## config.mk

```make
export PLATFORM = sky130hd
export DESIGN_NAME = mesi_snoop_ctrl
export DESIGN_NICKNAME = d
export VERILOG_FILES = /design/src/rtl/mesi_pkg.sv /design/src/rtl/mesi_line_store.sv /design/src/rtl/mesi_snoop_unit.sv /design/src/rtl/mesi_req_fsm.sv /design/src/rtl/mesi_snoop_ctrl.sv
export SDC_FILE = /design/constraint.sdc
export NUM_CORES = 1
export LEC_CHECK = 0
export CAP_MARGIN = 25
export CORE_MARGIN = 1
export CORE_UTILIZATION = 42
export CTS_CLUSTER_SIZE = 20
export DETAILED_ROUTE_END_ITERATION = 6
export PLACE_DENSITY = 0.63
export SLEW_MARGIN = 25
export SYNTH_ARGS = -nofsm -noshare
export SYNTH_HDL_FRONTEND = slang
export SYNTH_SLANG_ARGS = --single-unit
```

## constraint.sdc

```tcl
create_clock -name clk_i -period 6.7 [get_ports clk_i]
set_clock_uncertainty 0.2 [all_clocks]
set_input_delay 1.34 -clock clk_i [delete_from_list [all_inputs] [get_ports clk_i]]
set_output_delay 1.34 -clock clk_i [all_outputs]
set_load 0.02 [all_outputs]
```

## src/rtl/mesi_pkg.sv

```systemverilog
package mesi_pkg;
  typedef enum logic [1:0] {
    ST_I = 2'd0,
    ST_S = 2'd1,
    ST_E = 2'd2,
    ST_M = 2'd3
  } mesi_state_e;

  typedef enum logic [1:0] {
    CMD_NONE = 2'd0,
    CMD_RD   = 2'd1,
    CMD_RDX  = 2'd2,
    CMD_WB   = 2'd3
  } bus_cmd_e;
endpackage

```

## src/rtl/mesi_line_store.sv

```systemverilog
module mesi_line_store
  import mesi_pkg::*;
#(
  parameter int LINES  = 4,
  parameter int TAG_W  = 4,
  parameter int DATA_W = 16,
  localparam int IDX_W = $clog2(LINES)
) (
  input  logic                   clk_i,
  input  logic                   rst_ni,
  // port a: requester, full line write
  input  logic [IDX_W-1:0]       a_idx_i,
  input  logic                   a_we_i,
  input  mesi_state_e            a_state_i,
  input  logic [TAG_W-1:0]       a_tag_i,
  input  logic [DATA_W-1:0]      a_data_i,
  output mesi_state_e            a_state_o,
  output logic [TAG_W-1:0]       a_tag_o,
  output logic [DATA_W-1:0]      a_data_o,
  // port b: snooper, state-only write
  input  logic [IDX_W-1:0]       b_idx_i,
  input  logic                   b_we_i,
  input  mesi_state_e            b_state_i,
  output mesi_state_e            b_state_o,
  output logic [TAG_W-1:0]       b_tag_o,
  output logic [DATA_W-1:0]      b_data_o,
  output logic [LINES-1:0][1:0]  st_o
);

  mesi_state_e         st_arr   [LINES];
  logic [TAG_W-1:0]    tag_arr  [LINES];
  logic [DATA_W-1:0]   data_arr [LINES];

  for (genvar g = 0; g < LINES; g++) begin : gen_line
    mesi_state_e       st_r;
    logic [TAG_W-1:0]  tag_r;
    logic [DATA_W-1:0] data_r;

    always_ff @(posedge clk_i or negedge rst_ni) begin
      if (!rst_ni) begin
        st_r   <= ST_I;
        tag_r  <= '0;
        data_r <= '0;
      end else if (b_we_i && b_idx_i == IDX_W'(g)) begin
        st_r <= b_state_i;  // snoop wins
      end else if (a_we_i && a_idx_i == IDX_W'(g)) begin
        st_r   <= a_state_i;
        tag_r  <= a_tag_i;
        data_r <= a_data_i;
      end
    end

    assign st_arr[g]   = st_r;
    assign tag_arr[g]  = tag_r;
    assign data_arr[g] = data_r;
    assign st_o[g]     = st_r;
  end

  assign a_state_o = st_arr[a_idx_i];
  assign a_tag_o   = tag_arr[a_idx_i];
  assign a_data_o  = data_arr[a_idx_i];
  assign b_state_o = st_arr[b_idx_i];
  assign b_tag_o   = tag_arr[b_idx_i];
  assign b_data_o  = data_arr[b_idx_i];

  assert_one_writer_R10: assert property (@(posedge clk_i) disable iff (!rst_ni)
    !(a_we_i && b_we_i && a_idx_i == b_idx_i));

endmodule

```

## src/rtl/mesi_snoop_unit.sv

```systemverilog
module mesi_snoop_unit
  import mesi_pkg::*;
#(
  parameter int TAG_W  = 4,
  parameter int DATA_W = 16
) (
  input  logic              snp_valid_i,
  input  logic [1:0]        snp_cmd_i,
  input  logic [TAG_W-1:0]  snp_tag_i,
  input  mesi_state_e       line_state_i,
  input  logic [TAG_W-1:0]  line_tag_i,
  input  logic [DATA_W-1:0] line_data_i,
  output logic              shared_o,
  output logic              flush_o,
  output logic [DATA_W-1:0] flush_data_o,
  output logic              upd_en_o,
  output mesi_state_e       upd_state_o
);

  logic hit, owned;

  assign hit          = snp_valid_i && line_state_i != ST_I && line_tag_i == snp_tag_i;
  assign owned        = line_state_i == ST_E || line_state_i == ST_M;
  assign flush_data_o = line_data_i;

  always_comb begin
    shared_o    = 1'b0;
    flush_o     = 1'b0;
    upd_en_o    = 1'b0;
    upd_state_o = line_state_i;
    unique case (snp_cmd_i)
      CMD_RD: begin
        shared_o    = hit;
        flush_o     = hit && line_state_i == ST_M;
        upd_en_o    = hit && owned;
        upd_state_o = ST_S;
      end
      CMD_RDX: begin
        flush_o     = hit && line_state_i == ST_M;
        upd_en_o    = hit;
        upd_state_o = ST_I;
      end
      default: ;  // writeback or idle: a peer's dirty line is never held here
    endcase
  end

endmodule

```

## src/rtl/mesi_req_fsm.sv

```systemverilog
module mesi_req_fsm
  import mesi_pkg::*;
#(
  parameter int ADDR_W = 6,
  parameter int IDX_W  = 2,
  parameter int DATA_W = 16,
  localparam int TAG_W = ADDR_W - IDX_W
) (
  input  logic              clk_i,
  input  logic              rst_ni,
  input  logic              req_i,
  input  logic              we_i,
  input  logic [ADDR_W-1:0] addr_i,
  input  logic [DATA_W-1:0] wdata_i,
  input  logic              snp_busy_i,
  output logic              ready_o,
  output logic [DATA_W-1:0] rdata_o,
  input  mesi_state_e       line_state_i,
  input  logic [TAG_W-1:0]  line_tag_i,
  input  logic [DATA_W-1:0] line_data_i,
  output logic              wr_en_o,
  output mesi_state_e       wr_state_o,
  output logic [TAG_W-1:0]  wr_tag_o,
  output logic [DATA_W-1:0] wr_data_o,
  output logic              bus_req_o,
  input  logic              bus_gnt_i,
  output logic [1:0]        bus_cmd_o,
  output logic [ADDR_W-1:0] bus_addr_o,
  output logic [DATA_W-1:0] bus_wdata_o,
  input  logic [DATA_W-1:0] bus_rdata_i,
  input  logic              bus_shared_i
);

  typedef enum logic [1:0] {F_IDLE, F_BUS, F_RESP} fsm_e;

  fsm_e              cur_q, nxt;
  logic [DATA_W-1:0] rdata_q, rdata_d;
  logic [IDX_W-1:0]  idx;
  logic [TAG_W-1:0]  tag;
  logic              hit, dirty_victim, owned;
  logic [DATA_W-1:0] fill_data;

  assign idx          = addr_i[IDX_W-1:0];
  assign tag          = addr_i[ADDR_W-1:IDX_W];
  assign hit          = line_state_i != ST_I && line_tag_i == tag;
  assign owned        = line_state_i == ST_E || line_state_i == ST_M;
  assign dirty_victim = !hit && line_state_i == ST_M;
  assign fill_data    = we_i ? wdata_i : bus_rdata_i;

  always_comb begin
    nxt         = cur_q;
    rdata_d     = rdata_q;
    wr_en_o     = 1'b0;
    wr_state_o  = line_state_i;
    wr_tag_o    = line_tag_i;
    wr_data_o   = line_data_i;
    bus_req_o   = 1'b0;
    bus_cmd_o   = CMD_NONE;
    bus_addr_o  = addr_i;
    bus_wdata_o = line_data_i;
    unique case (cur_q)
      F_IDLE: begin
        if (req_i && !snp_busy_i) begin
          if (!we_i && hit) begin
            rdata_d = line_data_i;
            nxt     = F_RESP;
          end else if (we_i && hit && owned) begin
            wr_en_o    = 1'b1;  // silent upgrade
            wr_state_o = ST_M;
            wr_data_o  = wdata_i;
            nxt        = F_RESP;
          end else begin
            nxt = F_BUS;
          end
        end
      end
      F_BUS: begin
        bus_req_o = 1'b1;
        if (dirty_victim) begin
          bus_cmd_o  = CMD_WB;
          bus_addr_o = {line_tag_i, idx};
          if (bus_gnt_i) begin
            wr_en_o    = 1'b1;
            wr_state_o = ST_I;
          end
        end else begin
          bus_cmd_o = we_i ? CMD_RDX : CMD_RD;
          if (bus_gnt_i) begin
            wr_en_o    = 1'b1;
            wr_tag_o   = tag;
            wr_data_o  = fill_data;
            wr_state_o = we_i ? ST_M : (bus_shared_i ? ST_S : ST_E);
            rdata_d    = fill_data;
            nxt        = F_RESP;
          end
        end
      end
      F_RESP:  nxt = F_IDLE;
      default: nxt = F_IDLE;
    endcase
  end

  always_ff @(posedge clk_i or negedge rst_ni) begin
    if (!rst_ni) begin
      cur_q   <= F_IDLE;
      rdata_q <= '0;
    end else begin
      cur_q   <= nxt;
      rdata_q <= rdata_d;
    end
  end

  assign ready_o = cur_q == F_RESP;
  assign rdata_o = rdata_q;

  assert_ready_pulse_R10: assert property (@(posedge clk_i) disable iff (!rst_ni)
    ready_o |=> !ready_o);

  assert_lookup_waits_snoop_R10: assert property (@(posedge clk_i) disable iff (!rst_ni)
    (cur_q == F_IDLE && req_i && snp_busy_i) |=> cur_q == F_IDLE);

endmodule

```

## src/rtl/mesi_snoop_ctrl.sv

```systemverilog
module mesi_snoop_ctrl
  import mesi_pkg::*;
#(
  parameter int ADDR_W = 6,
  parameter int LINES  = 4,
  parameter int DATA_W = 16,
  localparam int IDX_W = $clog2(LINES),
  localparam int TAG_W = ADDR_W - IDX_W
) (
  input  logic              clk_i,
  input  logic              rst_ni,
  input  logic              req_i,
  input  logic              we_i,
  input  logic [ADDR_W-1:0] addr_i,
  input  logic [DATA_W-1:0] wdata_i,
  output logic              ready_o,
  output logic [DATA_W-1:0] rdata_o,
  output logic              bus_req_o,
  input  logic              bus_gnt_i,
  output logic [1:0]        bus_cmd_o,
  output logic [ADDR_W-1:0] bus_addr_o,
  output logic [DATA_W-1:0] bus_wdata_o,
  input  logic [DATA_W-1:0] bus_rdata_i,
  input  logic              bus_shared_i,
  input  logic              snp_valid_i,
  input  logic [1:0]        snp_cmd_i,
  input  logic [ADDR_W-1:0] snp_addr_i,
  output logic              snp_shared_o,
  output logic              snp_flush_o,
  output logic [DATA_W-1:0] snp_data_o
);

  logic [IDX_W-1:0]     req_idx, snp_idx;
  logic [TAG_W-1:0]     req_tag, snp_tag;
  mesi_state_e          a_state, b_state, wr_state, upd_state;
  logic [TAG_W-1:0]     a_tag, b_tag, wr_tag;
  logic [DATA_W-1:0]    a_data, b_data, wr_data;
  logic                 wr_en, upd_en;
  logic [LINES-1:0][1:0] line_st;

  assign req_idx = addr_i[IDX_W-1:0];
  assign req_tag = addr_i[ADDR_W-1:IDX_W];
  assign snp_idx = snp_addr_i[IDX_W-1:0];
  assign snp_tag = snp_addr_i[ADDR_W-1:IDX_W];

  mesi_line_store #(
    .LINES (LINES),
    .TAG_W (TAG_W),
    .DATA_W(DATA_W)
  ) store_i (
    .clk_i    (clk_i),
    .rst_ni   (rst_ni),
    .a_idx_i  (req_idx),
    .a_we_i   (wr_en),
    .a_state_i(wr_state),
    .a_tag_i  (wr_tag),
    .a_data_i (wr_data),
    .a_state_o(a_state),
    .a_tag_o  (a_tag),
    .a_data_o (a_data),
    .b_idx_i  (snp_idx),
    .b_we_i   (upd_en),
    .b_state_i(upd_state),
    .b_state_o(b_state),
    .b_tag_o  (b_tag),
    .b_data_o (b_data),
    .st_o     (line_st)
  );

  mesi_snoop_unit #(
    .TAG_W (TAG_W),
    .DATA_W(DATA_W)
  ) snoop_i (
    .snp_valid_i (snp_valid_i),
    .snp_cmd_i   (snp_cmd_i),
    .snp_tag_i   (snp_tag),
    .line_state_i(b_state),
    .line_tag_i  (b_tag),
    .line_data_i (b_data),
    .shared_o    (snp_shared_o),
    .flush_o     (snp_flush_o),
    .flush_data_o(snp_data_o),
    .upd_en_o    (upd_en),
    .upd_state_o (upd_state)
  );

  mesi_req_fsm #(
    .ADDR_W(ADDR_W),
    .IDX_W (IDX_W),
    .DATA_W(DATA_W)
  ) fsm_i (
    .clk_i       (clk_i),
    .rst_ni      (rst_ni),
    .req_i       (req_i),
    .we_i        (we_i),
    .addr_i      (addr_i),
    .wdata_i     (wdata_i),
    .snp_busy_i  (snp_valid_i),
    .ready_o     (ready_o),
    .rdata_o     (rdata_o),
    .line_state_i(a_state),
    .line_tag_i  (a_tag),
    .line_data_i (a_data),
    .wr_en_o     (wr_en),
    .wr_state_o  (wr_state),
    .wr_tag_o    (wr_tag),
    .wr_data_o   (wr_data),
    .bus_req_o   (bus_req_o),
    .bus_gnt_i   (bus_gnt_i),
    .bus_cmd_o   (bus_cmd_o),
    .bus_addr_o  (bus_addr_o),
    .bus_wdata_o (bus_wdata_o),
    .bus_rdata_i (bus_rdata_i),
    .bus_shared_i(bus_shared_i)
  );

  assert_fill_state_R2: assert property (@(posedge clk_i) disable iff (!rst_ni)
    (bus_gnt_i && bus_req_o && bus_cmd_o == CMD_RD)
      |=> line_st[$past(req_idx)] == ($past(bus_shared_i) ? ST_S : ST_E));

  assert_silent_upgrade_R3: assert property (@(posedge clk_i) disable iff (!rst_ni)
    (req_i && we_i && !ready_o && !snp_valid_i && a_state == ST_E && a_tag == req_tag)
      |=> ready_o && line_st[$past(req_idx)] == ST_M && !$past(bus_req_o));

  assert_rdx_owns_R4: assert property (@(posedge clk_i) disable iff (!rst_ni)
    (bus_gnt_i && bus_req_o && bus_cmd_o == CMD_RDX) |=> line_st[$past(req_idx)] == ST_M);

  assert_rd_demotes_R5: assert property (@(posedge clk_i) disable iff (!rst_ni)
    (snp_valid_i && snp_cmd_i == CMD_RD && snp_shared_o) |=> line_st[$past(snp_idx)] == ST_S);

  assert_rdx_kills_R6: assert property (@(posedge clk_i) disable iff (!rst_ni)
    (snp_valid_i && snp_cmd_i == CMD_RDX && b_state != ST_I && b_tag == snp_tag)
      |=> line_st[$past(snp_idx)] == ST_I);

  assert_wb_evicts_R7: assert property (@(posedge clk_i) disable iff (!rst_ni)
    (bus_gnt_i && bus_req_o && bus_cmd_o == CMD_WB) |=> line_st[$past(req_idx)] == ST_I);

  assert_no_self_snoop_R10: assert property (@(posedge clk_i) disable iff (!rst_ni)
    bus_gnt_i |-> !snp_valid_i);

endmodule

```

==> run_results.csv, run 1 <==
group,metric,value,unit
outcome,outcome,"finished clean",
power_and_ir_drop,vdd_drop_max,0.0001830,V
die,io_pins,113,
power_and_ir_drop,p_sw_share,40.76,%
routing,viasPerCell,5.968,
critical_path,end_kind,"primary output",
finish,utilization,53.30,%
clocking,postCtsSetupBuffers,0,
synthesis,netlist_instances,577,
power_and_ir_drop,p_clk_share,13.7,%
timing,tightest_slew,0.9324,ns
critical_path,worstPathMaxFanout,28,
timing,min_period,5.859,ns
die,die_y,127.9,um
die,initial_utilization,43.46,%
die,core_area,0.01531,mm2
job,cap_violations,0,
routing,num_vias,5264,
synthesis,synth_warnings,0,
timing,maxSlewHeadroom,37.84,%
die,die_w,127.9,um
synthesis,postSynth.asyncResetShare,100.0,%
synthesis,synthMuxAreaShare,32.22,%
power_and_ir_drop,p_int,2.160,mW
synthesis,yosysTopAreaCellShare,39.86,%
die,die_area,0.01635,mm2
power_and_ir_drop,p_comb_share,54.3,%
clocking,numCtsBuffers,9,
routing,first_pass_iters,5,
finish,seq_area,0.002653,mm2
power_and_ir_drop,p_sw,1.487,mW
grt,grt_pass1_vias,5215,
placement,place_congestion,0.8662,
critical_path,start_kind,"primary input",
clocking,clock_path_buffers,2,
synthesis,synthAdderAreaFrac,0.3760,%
power_and_ir_drop,power_frac_seq,32.0,%
timing,hold_viol,0,
finish,fill_cells,1351,
synthesis,synth_xor_area_share,1.429,%
synthesis,yosysMostFrequentCell,"dfrtp_1",
synthesis,ys_seq_area_share,39.86,%
clocking,cts_hold_buf,0,
grt,grt_usage,23.76,%
timing,tns,0,ns
critical_path,cp.arrival,4.32,ns
clocking,clock_latency,0.35,ns
placement,io_buffers,112,
synthesis,synth_nets,632,
timing,timing.fmax,170.7,MHz
critical_path,critPathRequiredTime,5.16,ns
critical_path,critPathSlowestCell,"buf_2",
finish,synthToLayoutAreaGrowth,22.65,%
grt,grt-ovfl-total,0,
routing,ant_nets,0,
synthesis,yosysTopAreaCell,"dfrtp_1",
synthesis,synth_top_family_by_area,"multiplexers",
clocking,cts.clk_slew.worst_paths,0.06,ns
routing,drcViolationCount,0,
hold_path,hp-class,"flip-flop to flip-flop",
clocking,clock-sinks,106,
critical_path,path_class,"primary input to primary output",
clocking,cts_tree,"yes",
timing,rsz0062_at_grt,"false",
synthesis,yosys-top-cells-area,"dfrtp_1, mux4_2, mux2_2",
synthesis,synth_edf_count,0,
grt,grt_max_degree,89,
synthesis,yosys.area_share.simple,9.983,%
synthesis,synthFlopType,"dfrtp_1",
critical_path,cpPeakStageDelay,0.70,ns
power_and_ir_drop,power_density,446.8,mW/mm2
routing,wl_per_cell,21.29,um
clocking,htreeDepth,3,
finish,diodes,0,
die,row_count,45,
synthesis,yosysUniqueCellTypes,60,
synthesis,synth_compound_area_share,12.05,%
critical_path,path_buf_inv,2,
routing,drtIter0Drc,390,
routing,wl,18.77,mm
finish,nNetsFinal,722,
synthesis,yosys-top-cells-count,"dfrtp_1, mux2_2, nand2_1, o21ai_0, mux4_2",
critical_path,cp_cell_sequence,"buf_2 -> mux4_2 -> xnor2_1 -> a41oi_1 -> nand2_1 -> mux2_2 -> clkdlybuf4s50_1",
synthesis,ys_ff_latch,106,
timing,drv_slew,0,
timing,setup_viol,0,
finish,multi_input_area,0.003736,mm2
critical_path,crit_family,"buffers and inverters",
timing,period_share,87.45,%
grt,antenna_found_initial,0,
placement,dp_hpwl,13.31,mm
clocking,cts_resized,0,
synthesis,syn_area,0.006655,mm2
synthesis,synth_area_per_cell,11.53,um2
finish,drive_above_1_share,23.55,%
clocking,cts_root_buf,"clkbuf_16",
power_and_ir_drop,leakagePower,3.336,nW
grt,grt_pass1_wl,29.66,mm
through the flow:
step	instance area [um2]	setup WS, ns	hold slack (ns)	total power, mW	cells
after global placement	7875	0.8924	0.2672	3.067	866
final	8163	0.8409	0.2818	3.647	882
after global routing	8163	0.6468	0.3093	3.864	882
after floorplan	6655	1.820	0.2701	2.407	577
after CTS	8163	0.8052	0.2889	3.645	882
after detailed placement	7890	0.8120	0.2739	3.135	867
path summary, 6_finish.rpt:
kind / slack, ns / from / endpoint / cells past startpoint
min reg2reg: 0.28 / fsm_i.rdata_o[9] / fsm_i.rdata_o[9] / 2
max: 0.84 / addr_i[0] / bus_addr_o[2] / 7
min in group asynchronous: 0.66 / rst_ni / fsm_i.rdata_o[3] / 1
max in group asynchronous: 4.57 / rst_ni / store_i.gen_line[2].tag_r[1] / 2
max reg2reg: 2.91 / store_i.gen_line[3].tag_r[3] / store_i.gen_line[3].tag_r[1] / 6
min: 0.28 / fsm_i.rdata_o[9] / fsm_i.rdata_o[9] / 2
cell type report:
type | instances | share of cell area, %
clock buffers | 13 | 3.188
clock inverters | 2 | 0.1533
inverters | 7 | 0.3219
multi-input cells | 419 | 45.77
flip-flops and latches | 106 | 32.50
well taps | 211 | 3.234
repair buffers | 124 | 14.84
cell families after synthesis:
family	after synthesis
AND/OR/NAND/NOR	136
XOR/XNOR	10
flip-flops	106
buffers and inverters	52
AO/OA/AOI/OAI	126
multiplexers	145
adder cells (fa/ha/maj)	2
state kept, by name, indices dropped and copies added, names as in the netlist:
register and flops:
store_i.gen_line.tag_r 16, fsm_i.cur_q 2, store_i.gen_line.st_r 8, store_i.gen_line.data_r 64, fsm_i.rdata_o 16
power by group through the flow:
stage / Clock (mW) / Sequential (mW) / Combinational, mW
after floorplan: 0 / 1.14 / 1.27
after global placement: 0 / 1.15 / 1.92
after detailed placement: 0 / 1.17 / 1.96
after CTS: 0.510 / 1.16 / 1.97
after global routing: 0.536 / 1.21 / 2.12
final: 0.500 / 1.17 / 1.98
cells in the final DEF, fill, tap and decap left out, drive strengths merged, types with 2 or more instances in the layout:
cell / netlist / layout
clkdlybuf4s50: 0 / 110
dfrtp: 106 / 106
mux2: 80 / 80
nand2: 45 / 45
o21ai: 45 / 45
mux4: 42 / 42
a21oi: 33 / 33
nand3: 33 / 33
nor2: 29 / 29
mux2i: 23 / 23
o2111ai: 14 / 14
buf: 23 / 14
clkbuf: 22 / 13
inv: 7 / 7
xnor2: 6 / 6
nand2b: 4 / 4
xor2: 4 / 4
nor3: 4 / 4
a21o: 4 / 4
a31oi: 4 / 4
and2: 4 / 4
nor2b: 3 / 3
nor4: 3 / 3
o221ai: 3 / 3
o31ai: 3 / 3
or4b: 3 / 3
a41o: 2 / 2
a21boi: 2 / 2
or4: 2 / 2
a21bo: 2 / 2
o211ai: 2 / 2
o41ai: 2 / 2
ha: 2 / 2
worst min-delay path, cell delays in order, from the launching register on:
cell,delay [ns]
dfrtp_1,0.34
nand2_1,0.04
o21ai_0,0.06
metal layers:
layer	wire [um]	global-route usage, %	vias to the layer above
met5	0	0	-
met3	1374	3.339	21
met2	8593	36.64	245
met4	310	7.336	0
li1	-	-	2369
met1	8496	34.69	2629
No activity file was read; power rests on OpenSTA's default activity.
==> inputs of run 2 (changes only) <==
--- a/config.mk
+++ b/config.mk
@@ -8,7 +8,10 @@
 export CAP_MARGIN = 25
+export CELL_PAD_IN_SITES_DETAIL_PLACEMENT = 2
+export CELL_PAD_IN_SITES_GLOBAL_PLACEMENT = 2
 export CORE_MARGIN = 1
-export CORE_UTILIZATION = 42
+export CORE_UTILIZATION = 38
 export CTS_CLUSTER_SIZE = 20
 export DETAILED_ROUTE_END_ITERATION = 6
-export PLACE_DENSITY = 0.63
+export MAX_ROUTING_LAYER = met4
+export PLACE_DENSITY = 0.83
 export SLEW_MARGIN = 25
==> constraint.sdc (replaced) <==
create_clock -name clk_i -period 6.7 [get_ports clk_i]
set_clock_uncertainty 0.2 [all_clocks]
set_input_delay 1.005 -clock clk_i [delete_from_list [all_inputs] [get_ports clk_i]]
set_output_delay 1.005 -clock clk_i [all_outputs]
set_load 0.02 [all_outputs]
==> run_results.csv, run 2 (synthesis results as in run 1) <==
group,metric,value,unit
timing,rsz0062_at_grt,"false",
finish,finalInstanceArea,0.008180,mm2
die,row_count,48,
finish,nNetsFinal,720,
clocking,cts.clk_slew.worst_paths,0.07,ns
timing,fin_ws,0.9982,ns
finish,most-common-layout-cells,"clkdlybuf4s50_1, dfrtp_1, mux2_2",
placement,place_congestion,0.8376,
die,io_pins,113,
finish,diodes,0,
clocking,clock_latency,0.36,ns
timing,min_period,5.702,ns
die,die_y,134.3,um
finish,drive_above_1_share,23.58,%
grt,grt_usage,27.94,%
finish,final_common_cell,"clkdlybuf4s50_1",
finish,seq_area,0.002653,mm2
timing,timing.fmax,175.4,MHz
critical_path,start_kind,"primary input",
critical_path,path_class,"primary input to primary output",
outcome,outcome,"finished clean",
hold_path,hp-class,"flip-flop to flip-flop",
clocking,cts_hold_buf,0,
die,die_w,134.3,um
routing,ant_nets,0,
power_and_ir_drop,leakagePower,3.339,nW
routing,wl_per_cell,26.25,um
die,initial_utilization,38.75,%
critical_path,end_kind,"primary output",
finish,largest_register_ff_count,64,
grt,grt-ovfl-total,0,
clocking,numCtsBuffers,9,
clocking,htreeDepth,3,
grt,grt_max_degree,61,
timing,hold_viol,0,
clocking,cts_tree,"yes",
critical_path,worstPathMaxFanout,9,
placement,dpl-instance-area,0.007884,mm2
timing,drv_slew,0,
finish,fill_cells,1756,
timing,maxSlewHeadroom,33.18,%
routing,first_pass_iters,5,
die,core_area,0.01718,mm2
critical_path,critPathRequiredTime,5.49,ns
timing,period_share,85.10,%
grt,grt_pass1_vias,6192,
clocking,postCtsSetupBuffers,0,
critical_path,cp.arrival,4.50,ns
job,cap_violations,0,
grt,antenna_found_initial,0,
power_and_ir_drop,power_density,469.2,mW/mm2
routing,viasPerCell,6.112,
clocking,cts_resized,0,
clocking,clock_path_buffers,2,
routing,drtIter0Drc,300,
power_and_ir_drop,total_power,3.838,mW
clocking,clock-sinks,106,
finish,utilization,47.63,%
timing,setup_viol,0,
power_and_ir_drop,vdd_drop_max,0.0001829,V
finish,synthToLayoutAreaGrowth,22.92,%
clocking,cts_root_buf,"clkbuf_16",
timing,tightest_slew,0.9955,ns
die,die_area,0.01805,mm2
routing,wl,23.49,mm
placement,dp_hpwl,16.75,mm
placement,dpl_worst_slack,0.8709,ns
finish,multi_input_area,0.003736,mm2
finish,largest-register,"store_i.gen_line.data_r",
grt,grt_pass1_wl,36.54,mm
timing,tns,0,ns
routing,drcViolationCount,0,
placement,io_buffers,112,
routing,num_vias,5470,
[run 2: layout make-up]
type                            count  share of cell area, %
Timing Repair Buffer              122                  14.55
Sequential cell                   106                  32.43
Clock buffer                       11                  2.845
Inverter                            7                 0.3212
Clock inverter                      5                 0.7495
Multi-Input combinational cell    419                  45.67
Tap cell                          225                  3.441
[run 2: where the power goes]
part	switching (mW)	internal, mW	leakage (nW)	total (mW)
combinational	1.14	0.947	1.82	2.08
sequential	0.260	0.943	1.37	1.20
clock	0.257	0.294	0.144	0.551
total	1.66	2.18	3.34	3.84
[run 2: stage by stage]
step	cells	hold slack, ns
after global routing	895	0.3346
final	895	0.2895
after global placement	878	0.2614
after CTS	895	0.2954
after floorplan	577	0.2701
after detailed placement	879	0.2800
[run 2: routing by layer]
| layer | GRT usage (%) | vias up | wire (um) |
|---|---|---|---|
| met5 | - | - | 0 |
| met4 | 9.675 | 0 | 495 |
| met3 | 4.195 | 43 | 1191 |
| met2 | 45.51 | 200 | 11570 |
| met1 | 35.52 | 2863 | 10230 |
| li1 | - | 2364 | - |
[run 2: path summary, 6_finish.rpt]
check	startpoint	endpoint	slack [ns]	depth (start not counted)
max	addr_i[1]	bus_addr_o[5]	1.0	7
max in group asynchronous	rst_ni	store_i.gen_line[3].data_r[14]	4.59	2
min in group asynchronous	rst_ni	fsm_i.rdata_o[14]	0.44	1
max reg2reg	store_i.gen_line[3].tag_r[3]	store_i.gen_line[2].data_r[5]	2.78	6
min	fsm_i.rdata_o[3]	fsm_i.rdata_o[3]	0.29	2
min reg2reg	fsm_i.rdata_o[3]	fsm_i.rdata_o[3]	0.29	2
[run 2: critical path, stage by stage]
cell,delay [ns]
clkdlybuf4s50_1,0.80
mux4_2,0.44
xnor2_1,0.22
a41oi_1,0.80
nand2_1,0.31
mux2_2,0.32
clkdlybuf4s50_1,0.60
